**src/rtl/soc_trig_pkg.sv**
```systemverilog
package soc_trig_pkg;
  localparam int SEL_W = 3;
  localparam int NUM_LINES = 4;

  typedef enum logic [SEL_W-1:0] {
    SEL_OFF   = 3'd0,
    SEL_ZERO  = 3'd1,
    SEL_PRD   = 3'd2,
    SEL_RSV3  = 3'd3,
    SEL_CMPUP = 3'd4,
    SEL_CMPDN = 3'd5,
    SEL_RSV6  = 3'd6,
    SEL_RSV7  = 3'd7
  } evtSel_e;

  // Strobes from control to datapath.
  typedef struct packed {
    logic countEvt;  // a selected, enabled event arrived
    logic issue;     // this event completes the prescale window
  } trigStrb_t;

  // Select code that routes strobe line idx (0 zero, 1 period, 2 cmp up, 3 cmp down).
  function automatic logic [SEL_W-1:0] lineCode(input int idx);
    case (idx)
      0:       lineCode = SEL_ZERO;
      1:       lineCode = SEL_PRD;
      2:       lineCode = SEL_CMPUP;
      default: lineCode = SEL_CMPDN;
    endcase
  endfunction
endpackage

```
**src/rtl/soc_trig_ctrl.sv**
```systemverilog
module soc_trig_ctrl
  import soc_trig_pkg::*;
#(
  parameter int PRE_W = 2
) (
  input  logic                        clk,
  input  logic                        rstN,
  input  logic [NUM_LINES-1:0]        evtLines,
  input  logic                        trigEn,
  input  logic [SEL_W-1:0]            evtSel,
  input  logic [PRE_W-1:0]            prescale,
  input  logic [PRE_W-1:0]            evtCount,
  output trigStrb_t                   strb
);
  localparam int EXT_W = PRE_W + 1;

  logic [NUM_LINES-1:0] lineHit;
  logic                 selHit;
  logic [EXT_W-1:0]     nextCnt;
  logic                 reservedSel;

  genvar gi;
  generate
    for (gi = 0; gi < NUM_LINES; gi++) begin : g_line
      assign lineHit[gi] = evtLines[gi] && (evtSel == lineCode(gi));
    end
  endgenerate

  assign selHit  = |lineHit;
  assign nextCnt = {1'b0, evtCount} + EXT_W'(1);

  always_comb begin
    strb.countEvt = trigEn && (prescale != '0) && selHit;
    strb.issue    = strb.countEvt && (nextCnt >= {1'b0, prescale});
  end

  always_comb begin
    case (evtSel)
      SEL_ZERO, SEL_PRD, SEL_CMPUP, SEL_CMPDN: reservedSel = 1'b0;
      default:                                 reservedSel = 1'b1;
    endcase
  end


  trig_en_gate_chk: assert property (@(posedge clk) disable iff (!rstN)
    !trigEn |-> !strb.countEvt && !strb.issue);

  reserved_sel_chk: assert property (@(posedge clk) disable iff (!rstN)
    reservedSel |-> !strb.countEvt);

  zero_prescale_chk: assert property (@(posedge clk) disable iff (!rstN)
    (prescale == '0) |-> !strb.issue);

  no_line_no_count_chk: assert property (@(posedge clk) disable iff (!rstN)
    (evtLines == '0) |-> !strb.countEvt);
endmodule

```
**src/rtl/soc_trig_datapath.sv**
```systemverilog
module soc_trig_datapath
  import soc_trig_pkg::*;
#(
  parameter int PRE_W = 2
) (
  input  logic             clk,
  input  logic             rstN,
  input  trigStrb_t        strb,
  input  logic             flagClr,
  output logic             socPulse,
  output logic [PRE_W-1:0] evtCount,
  output logic             socFlag
);
  logic [PRE_W-1:0] cntQ;
  logic             pulseQ;
  logic             flagQ;

  always_ff @(posedge clk) begin
    if (!rstN) begin
      cntQ   <= '0;
      pulseQ <= 1'b0;
      flagQ  <= 1'b0;
    end else begin
      pulseQ <= strb.issue;
      if (strb.issue)         cntQ <= '0;
      else if (strb.countEvt) cntQ <= cntQ + PRE_W'(1);
      if (strb.issue)         flagQ <= 1'b1;
      else if (flagClr)       flagQ <= 1'b0;
    end
  end

  assign socPulse = pulseQ;
  assign evtCount = cntQ;
  assign socFlag  = flagQ;


  cnt_clear_chk: assert property (@(posedge clk) disable iff (!rstN)
    pulseQ |-> (cntQ == '0));

  cnt_hold_chk: assert property (@(posedge clk) disable iff (!rstN)
    !strb.countEvt |=> $stable(cntQ));

  flag_follows_pulse_chk: assert property (@(posedge clk) disable iff (!rstN)
    pulseQ |-> flagQ);

  flag_clear_chk: assert property (@(posedge clk) disable iff (!rstN)
    flagClr && !strb.issue |=> !flagQ);

  pulse_needs_event_chk: assert property (@(posedge clk) disable iff (!rstN)
    !strb.countEvt |=> !pulseQ);
endmodule

```
**src/rtl/soc_event_trigger.sv**
```systemverilog
module soc_event_trigger
  import soc_trig_pkg::*;
#(
  parameter int PRE_W = 2
) (
  input  logic             clk,
  input  logic             rstN,
  input  logic             zeroEvt,
  input  logic             periodEvt,
  input  logic             cmpUpEvt,
  input  logic             cmpDownEvt,
  input  logic             trigEn,
  input  logic [2:0]       evtSel,
  input  logic [PRE_W-1:0] prescale,
  input  logic             flagClr,
  output logic             socPulse,
  output logic [PRE_W-1:0] evtCount,
  output logic             socFlag
);
  trigStrb_t            strb;
  logic [NUM_LINES-1:0] evtLines;

  assign evtLines = {cmpDownEvt, cmpUpEvt, periodEvt, zeroEvt};

  soc_trig_ctrl #(.PRE_W(PRE_W)) i_ctrl (
    .clk      (clk),
    .rstN     (rstN),
    .evtLines (evtLines),
    .trigEn   (trigEn),
    .evtSel   (evtSel),
    .prescale (prescale),
    .evtCount (evtCount),
    .strb     (strb)
  );

  soc_trig_datapath #(.PRE_W(PRE_W)) i_dp (
    .clk      (clk),
    .rstN     (rstN),
    .strb     (strb),
    .flagClr  (flagClr),
    .socPulse (socPulse),
    .evtCount (evtCount),
    .socFlag  (socFlag)
  );
endmodule

```
**config.mk**
```make
export PLATFORM = sky130hd
export DESIGN_NAME = soc_event_trigger
export DESIGN_NICKNAME = d
export VERILOG_FILES = /design/src/rtl/soc_trig_pkg.sv /design/src/rtl/soc_trig_ctrl.sv /design/src/rtl/soc_trig_datapath.sv /design/src/rtl/soc_event_trigger.sv
export SDC_FILE = /design/constraint.sdc
export NUM_CORES = 1
export LEC_CHECK = 0
export BUFFER_PORTS_ARGS = -buffer_cell sky130_fd_sc_hd__buf_2
export CORE_AREA = 2 2 39 41
export DETAILED_ROUTE_END_ITERATION = 10
export DIE_AREA = 0 0 41 43
export PLACE_DENSITY = 0.54
export SYNTH_ARGS = -nofsm -noshare
export SYNTH_HDL_FRONTEND = slang
export SYNTH_SLANG_ARGS = --single-unit
```
**constraint.sdc**
```tcl
create_clock -name clk -period 2.46 [get_ports clk]
set_input_delay 0 -clock clk [delete_from_list [all_inputs] [get_ports clk]]
set_output_delay 0 -clock clk [all_outputs]
set_load 0.1 [all_outputs]
```
==> impl_metrics.env, run 1 <==
export IMPL_status="finished, final reports clean"
export IMPL_end_kind="register"
export IMPL_synthFlopType="dfxtp_1"
export IMPL_wl_um=646
export IMPL_io_pins=17
export IMPL_final_cell_area_um2=392.9
export IMPL_cts_sinks=4
export IMPL_cp_cell_sequence="fa_1, a31o_2, a32o_2"
export IMPL_drc=0
export IMPL_die_h_um=43
export IMPL_antenna_found_initial=0
export IMPL_synth_area_leaders="dfxtp_1, ha_1, fa_1, mux2i_1, nand3b_1"
export IMPL_crit_slowest_cell="fa_1"
export IMPL_synth_edff_count=0
export IMPL_synth_most_common_cell="dfxtp_1"
export IMPL_drv_cap=0
export IMPL_drtAntennaViolNets=0
export IMPL_synth_top_cell_by_area="dfxtp_1"
export IMPL_grt_setup_unrepaired="false"
export IMPL_start_util_pct=19.53
export IMPL_drive_above_1_share_pct=46.81
export IMPL_ctsHoldBuffers=0
export IMPL_netlist_area_um2=270.3
export IMPL_root_buffer="clkbuf_4"
export IMPL_cts_buffers=3
export IMPL_cts_setup_buffers=0
export IMPL_clkTransAtPathRegs_ns=0.04
export IMPL_grt_pass1_wl_um=1035
export IMPL_clockBufferDepth=2
export IMPL_die_w_um=41
export IMPL_worst_pin_slew_ns=0.4905
export IMPL_leakagePower_nw=0.1954
export IMPL_coreArea_um2=1384
export IMPL_synthAdderAreaFrac_pct=16.67
export IMPL_max_vdd_ir_drop_v=0.0002143
export IMPL_cts_tree="yes"
export IMPL_finalCriticalPeriod_ns=1.529
export IMPL_track_usage_pct=9.073
export IMPL_grt_pass1_vias=248
export IMPL_cpPeakStageDelay_ns=0.48
export IMPL_skew_ns=0.001796
export IMPL_synth_top_area_share_pct=29.63
export IMPL_cp_start_kind="register"
export IMPL_max_freq_ghz=0.6539
export IMPL_setup_violations=0
export IMPL_required_ns=2.59
export IMPL_critical_path_arrival_ns=1.65
export IMPL_vias=275
export IMPL_place_gp_congestion=0.8043
export IMPL_drt_iter0_markers=8
export IMPL_insertion_delay_ns=0.23
export IMPL_synth_cell_types=19
export IMPL_synth_top_family_by_area="simple AND/OR/NAND/NOR gates"
export IMPL_async_flop_share_pct=0
export IMPL_ys_ff_latch=4
export IMPL_period_share_pct=62.16
export IMPL_cts_resized=0
export IMPL_synth_nets=44
export IMPL_nets=65
export IMPL_finalMaxSlewViolations=0
export IMPL_yosys_area_share_simple_pct=22.22
export IMPL_syn_to_final_growth_pct=45.37
export IMPL_ys_warn_count=0
export IMPL_syn_area_per_cell_um2=9.652
export IMPL_critical_path_class="register to register"
export IMPL_cellPowerDensity_nw_per_um2=483.8
export IMPL_synth_cells=28
export IMPL_grt_max_degree=8
export IMPL_vias_per_cell=4.365
export IMPL_fillers=145
export IMPL_die_area_um2=1763
export IMPL_first_pass_iters=4
export IMPL_synth_xor_area_share_pct=0
export IMPL_relSlewSlack_pct=67.53
export IMPL_cp_max_fo=6
export IMPL_placed_cell_area_um2=370.4
export IMPL_wire_per_inst_um=10.25
export IMPL_crit_family="compound AO/OA/AOI/OAI gates"
export IMPL_synth_compound_area_share_pct=17.13
export IMPL_tns_ns=0
export IMPL_num_rows=14
export IMPL_io_buffers=16
export IMPL_hold_path_class="input pin to register"
export IMPL_insertedDiodeCount=0
export IMPL_yosysSeqAreaShare_pct=29.63
export IMPL_cp_buffers_inverters=0
export IMPL_hold_violations=0
export IMPL_synthMuxAreaShare_pct=11.57
export IMPL_grt_overflow_total=0
export IMPL_cts_max_level=1
-- routing by layer --
layer / wire length, um / GRT usage (%) / vias up
met5: 0 / 0 / -
met4: 0 / 2.000 / 0
met3: 64 / 6.283 / 0
met2: 283 / 12.50 / 9
met1: 298 / 11.40 / 122
li1: - / - / 144
-- logic make-up (layout without fill, tap and decap cells) --
family	after synthesis	after routing
AND/OR/NAND/NOR	10	10
flip-flops	4	4
adder cells (fa/ha/maj)	3	3
multiplexers	3	3
AO/OA/AOI/OAI	6	6
buffers and inverters	2	21
-- area by class of cell --
| class | count | area (um^2) | share of cell area, % |
|---|---|---|---|
| Sequential cell | 4 | 80.08 | 20.38 |
| Tap cell | 16 | 20.02 | 5.096 |
| Timing Repair Buffer | 16 | 80.08 | 20.38 |
| Multi-Input combinational cell | 22 | 182.7 | 46.50 |
| Inverter | 2 | 7.507 | 1.911 |
| Clock buffer | 3 | 22.52 | 5.732 |
-- registers in the layout, indices dropped and copies added (netlist names) --
name,cells
i_dp.evtCount,2
i_dp.socPulse,1
i_dp.socFlag,1
-- worst register-to-register path, cell delays in order, from the launching register on --
cell,delay (ns)
dfxtp_1,0.43
fa_1,0.48
a31o_2,0.26
a32o_2,0.25
-- through the flow --
| step | power (mW) | std cells | worst slack [ns] | hold WS (ns) | utilization, % |
|---|---|---|---|---|---|
| after floorplan | 0.09457 | 28 | 0.2587 | 0.1459 | - |
| after global placement | 0.1098 | 60 | 0.9821 | 0.3098 | 26.76 |
| after detailed placement | 0.1102 | 60 | 0.9344 | 0.3145 | 26.76 |
| after CTS | 0.1939 | 63 | 0.9315 | 0.06577 | 28.39 |
| after global routing | 0.2017 | 63 | 0.8752 | 0.07349 | 28.39 |
| final | 0.1901 | 63 | 0.9308 | 0.07182 | 28.39 |
-- cells in the final DEF, fill, tap and decap left out, types with 2 or more instances in the layout --
| cell type | instances |
|---|---|
| a31oi_1 | 2 |
| buf_2 | 16 |
| clkbuf_4 | 3 |
| dfxtp_1 | 4 |
| ha_1 | 2 |
| inv_1 | 2 |
| mux2i_1 | 2 |
| nand2_1 | 2 |
| nand3b_1 | 2 |
-- where the power goes --
part           leakage [nW]  internal, mW  switching, mW
sequential           0.0323        0.0667        0.00144
combinational         0.149        0.0174         0.0240
clock                0.0138        0.0545         0.0261
total                 0.195         0.139         0.0515
-- worst paths after layout --
| check | startpoint | to | slack (ns) | depth (start not counted) |
|---|---|---|---|---|
| worst max register to register | i_dp.evtCount[0] | i_dp.socFlag | 0.93 | 3 |
| worst min-delay path | rstN | i_dp.evtCount[0] | 0.07 | 3 |
| worst max-delay path | i_dp.evtCount[0] | i_dp.socFlag | 0.93 | 3 |
| worst min register to register | i_dp.socFlag | i_dp.socFlag | 0.47 | 1 |
No activity file was read; power rests on OpenSTA's default activity.
==> run 2: changes to the inputs <==
--- a/config.mk
+++ b/config.mk
@@ -9,7 +9,7 @@
 export CORE_AREA = 2 2 39 41
 export DETAILED_ROUTE_END_ITERATION = 10
 export DIE_AREA = 0 0 41 43
-export PLACE_DENSITY = 0.54
+export PLACE_DENSITY = 0.56
 export SYNTH_ARGS = -nofsm -noshare
 export SYNTH_HDL_FRONTEND = slang
 export SYNTH_SLANG_ARGS = --single-unit
==> constraint.sdc (replaced) <==
create_clock -name clk -period 1.3 [get_ports clk]
set_input_delay 0 -clock clk [delete_from_list [all_inputs] [get_ports clk]]
set_output_delay 0 -clock clk [all_outputs]
set_load 0.1 [all_outputs]
==> impl_metrics.env, run 2 (synthesis gave the netlist of run 1 again) <==
export IMPL_status="finished with violations"
export IMPL_violations="setup timing"
export IMPL_cts_tree="yes"
export IMPL_critical_path_arrival_ns=1.52
export IMPL_start_util_pct=19.53
export IMPL_nets=68
export IMPL_finalCriticalPeriod_ns=1.397
export IMPL_required_ns=1.42
export IMPL_place_gp_congestion=0.7606
export IMPL_insertedDiodeCount=0
export IMPL_cts_max_level=1
export IMPL_wire_per_inst_um=9.273
export IMPL_cellPowerDensity_nw_per_um2=842.6
export IMPL_vias=280
export IMPL_wl_um=612
export IMPL_grt_overflow_total=0
export IMPL_skew_ns=0.0003585
export IMPL_die_area_um2=1763
export IMPL_final_common_cell="buf_2"
export IMPL_cp_buffers_inverters=0
export IMPL_io_buffers=16
export IMPL_largest_register_ffs=2
export IMPL_die_w_um=41
export IMPL_final_cell_mix="buf_2, clkbuf_4, buf_4"
export IMPL_clockBufferDepth=2
export IMPL_end_kind="register"
export IMPL_antenna_found_initial=0
export IMPL_cts_sinks=4
export IMPL_cp_cell_sequence="fa_1, a31o_2, a32o_2"
export IMPL_vias_per_cell=4.242
export IMPL_num_rows=14
export IMPL_leakagePower_nw=0.2132
export IMPL_hold_path_class="input pin to register"
export IMPL_power_mw=0.3563
export IMPL_drtAntennaViolNets=0
export IMPL_place_ws_ns=-0.1195
export IMPL_setup_violations=3
export IMPL_grt_setup_unrepaired="true"
export IMPL_insertion_delay_ns=0.23
export IMPL_worst_slack_ns=-0.09657
export IMPL_cpPeakStageDelay_ns=0.50
export IMPL_crit_slowest_cell="fa_1"
export IMPL_dp_hpwl_um=533.8
export IMPL_first_pass_iters=2
export IMPL_crit_family="adder cells"
export IMPL_use_met3_pct=7.853
export IMPL_max_freq_ghz=0.7160
export IMPL_track_usage_pct=10.17
export IMPL_critical_path_class="register to register"
export IMPL_period_share_pct=107.4
export IMPL_r2r_setup_slack_ns=-0.1
export IMPL_die_h_um=43
export IMPL_drt_iter0_markers=5
export IMPL_drv_cap=0
export IMPL_cts_setup_buffers=0
export IMPL_grt_pass1_vias=298
export IMPL_syn_to_final_growth_pct=56.48
export IMPL_relSlewSlack_pct=67.57
export IMPL_cts_resized=0
export IMPL_cp_max_fo=2
export IMPL_hold_violations=0
export IMPL_coreArea_um2=1384
export IMPL_finalMaxSlewViolations=0
export IMPL_grt_max_degree=8
export IMPL_cts_buffers=3
export IMPL_utilization_pct=30.56
export IMPL_drive_above_1_share_pct=54.00
export IMPL_grtUsageMet1_pct=11.69
export IMPL_grt_use_met2_pct=13.75
export IMPL_clkTransAtPathRegs_ns=0.04
export IMPL_grt_pass1_wl_um=1159
export IMPL_io_pins=17
export IMPL_busiest_layer="met2"
export IMPL_drc=0
export IMPL_cp_start_kind="register"
export IMPL_max_vdd_ir_drop_v=0.0006674
export IMPL_worst_pin_slew_ns=0.4898
export IMPL_root_buffer="clkbuf_4"
[run 2: worst reg2reg max path: stages (launching register included)]
cell	delay, ns
dfxtp_4	0.34
fa_1	0.50
a31o_2	0.22
a32o_2	0.23
[run 2: where the power goes]
part	internal, mW	switching [mW]
logic	0.0352	0.0452
registers	0.123	0.00222
clock network	0.103	0.0477
[run 2: cell type report]
cell class                      count  area [um^2]
Multi-Input combinational cell     22        182.7
Fill cell                         150        960.9
Inverter                            2        7.507
Clock buffer                        3        22.52
Timing Repair Buffer               19        102.6
Tap cell                           16        20.02
Sequential cell                     4        87.58
[run 2: layer usage]
layer  vias to the layer above  share of wire, %
li1                        150                 -
met1                       120                48
met2                         8                44
met3                         2               6.9
met4                         0              0.82
met5                         -                 0
[run 2: final timing paths]
| check | start | to | cells after the start |
|---|---|---|---|
| worst max-delay path | i_dp.evtCount[1] | i_dp.socFlag | 3 |
| worst min-delay path | rstN | i_dp.evtCount[0] | 3 |
| worst max register to register | i_dp.evtCount[1] | i_dp.socFlag | 3 |
| worst min register to register | i_dp.socFlag | i_dp.socFlag | 1 |
[run 2: repair_timing]
item                       CTS  global route
hold endpoints to repair     0             0
hold buffers                 0             0
pin swaps                    1             0
setup endpoints to repair    4             4
cloned                       0             0
[run 2: metrics by stage]
stage	cell area (um^2)	TNS [ns]	hold WS [ns]	std cells
after global routing	422.9	-0.4134	0.06585	66
after CTS	422.9	-0.2026	0.05373	66
after detailed placement	400.4	-0.2426	0.3018	63
after global placement	400.4	-0.1672	0.2976	63
final	422.9	-0.1697	0.06498	66
after floorplan	277.8	-0.7310	0.1371	28
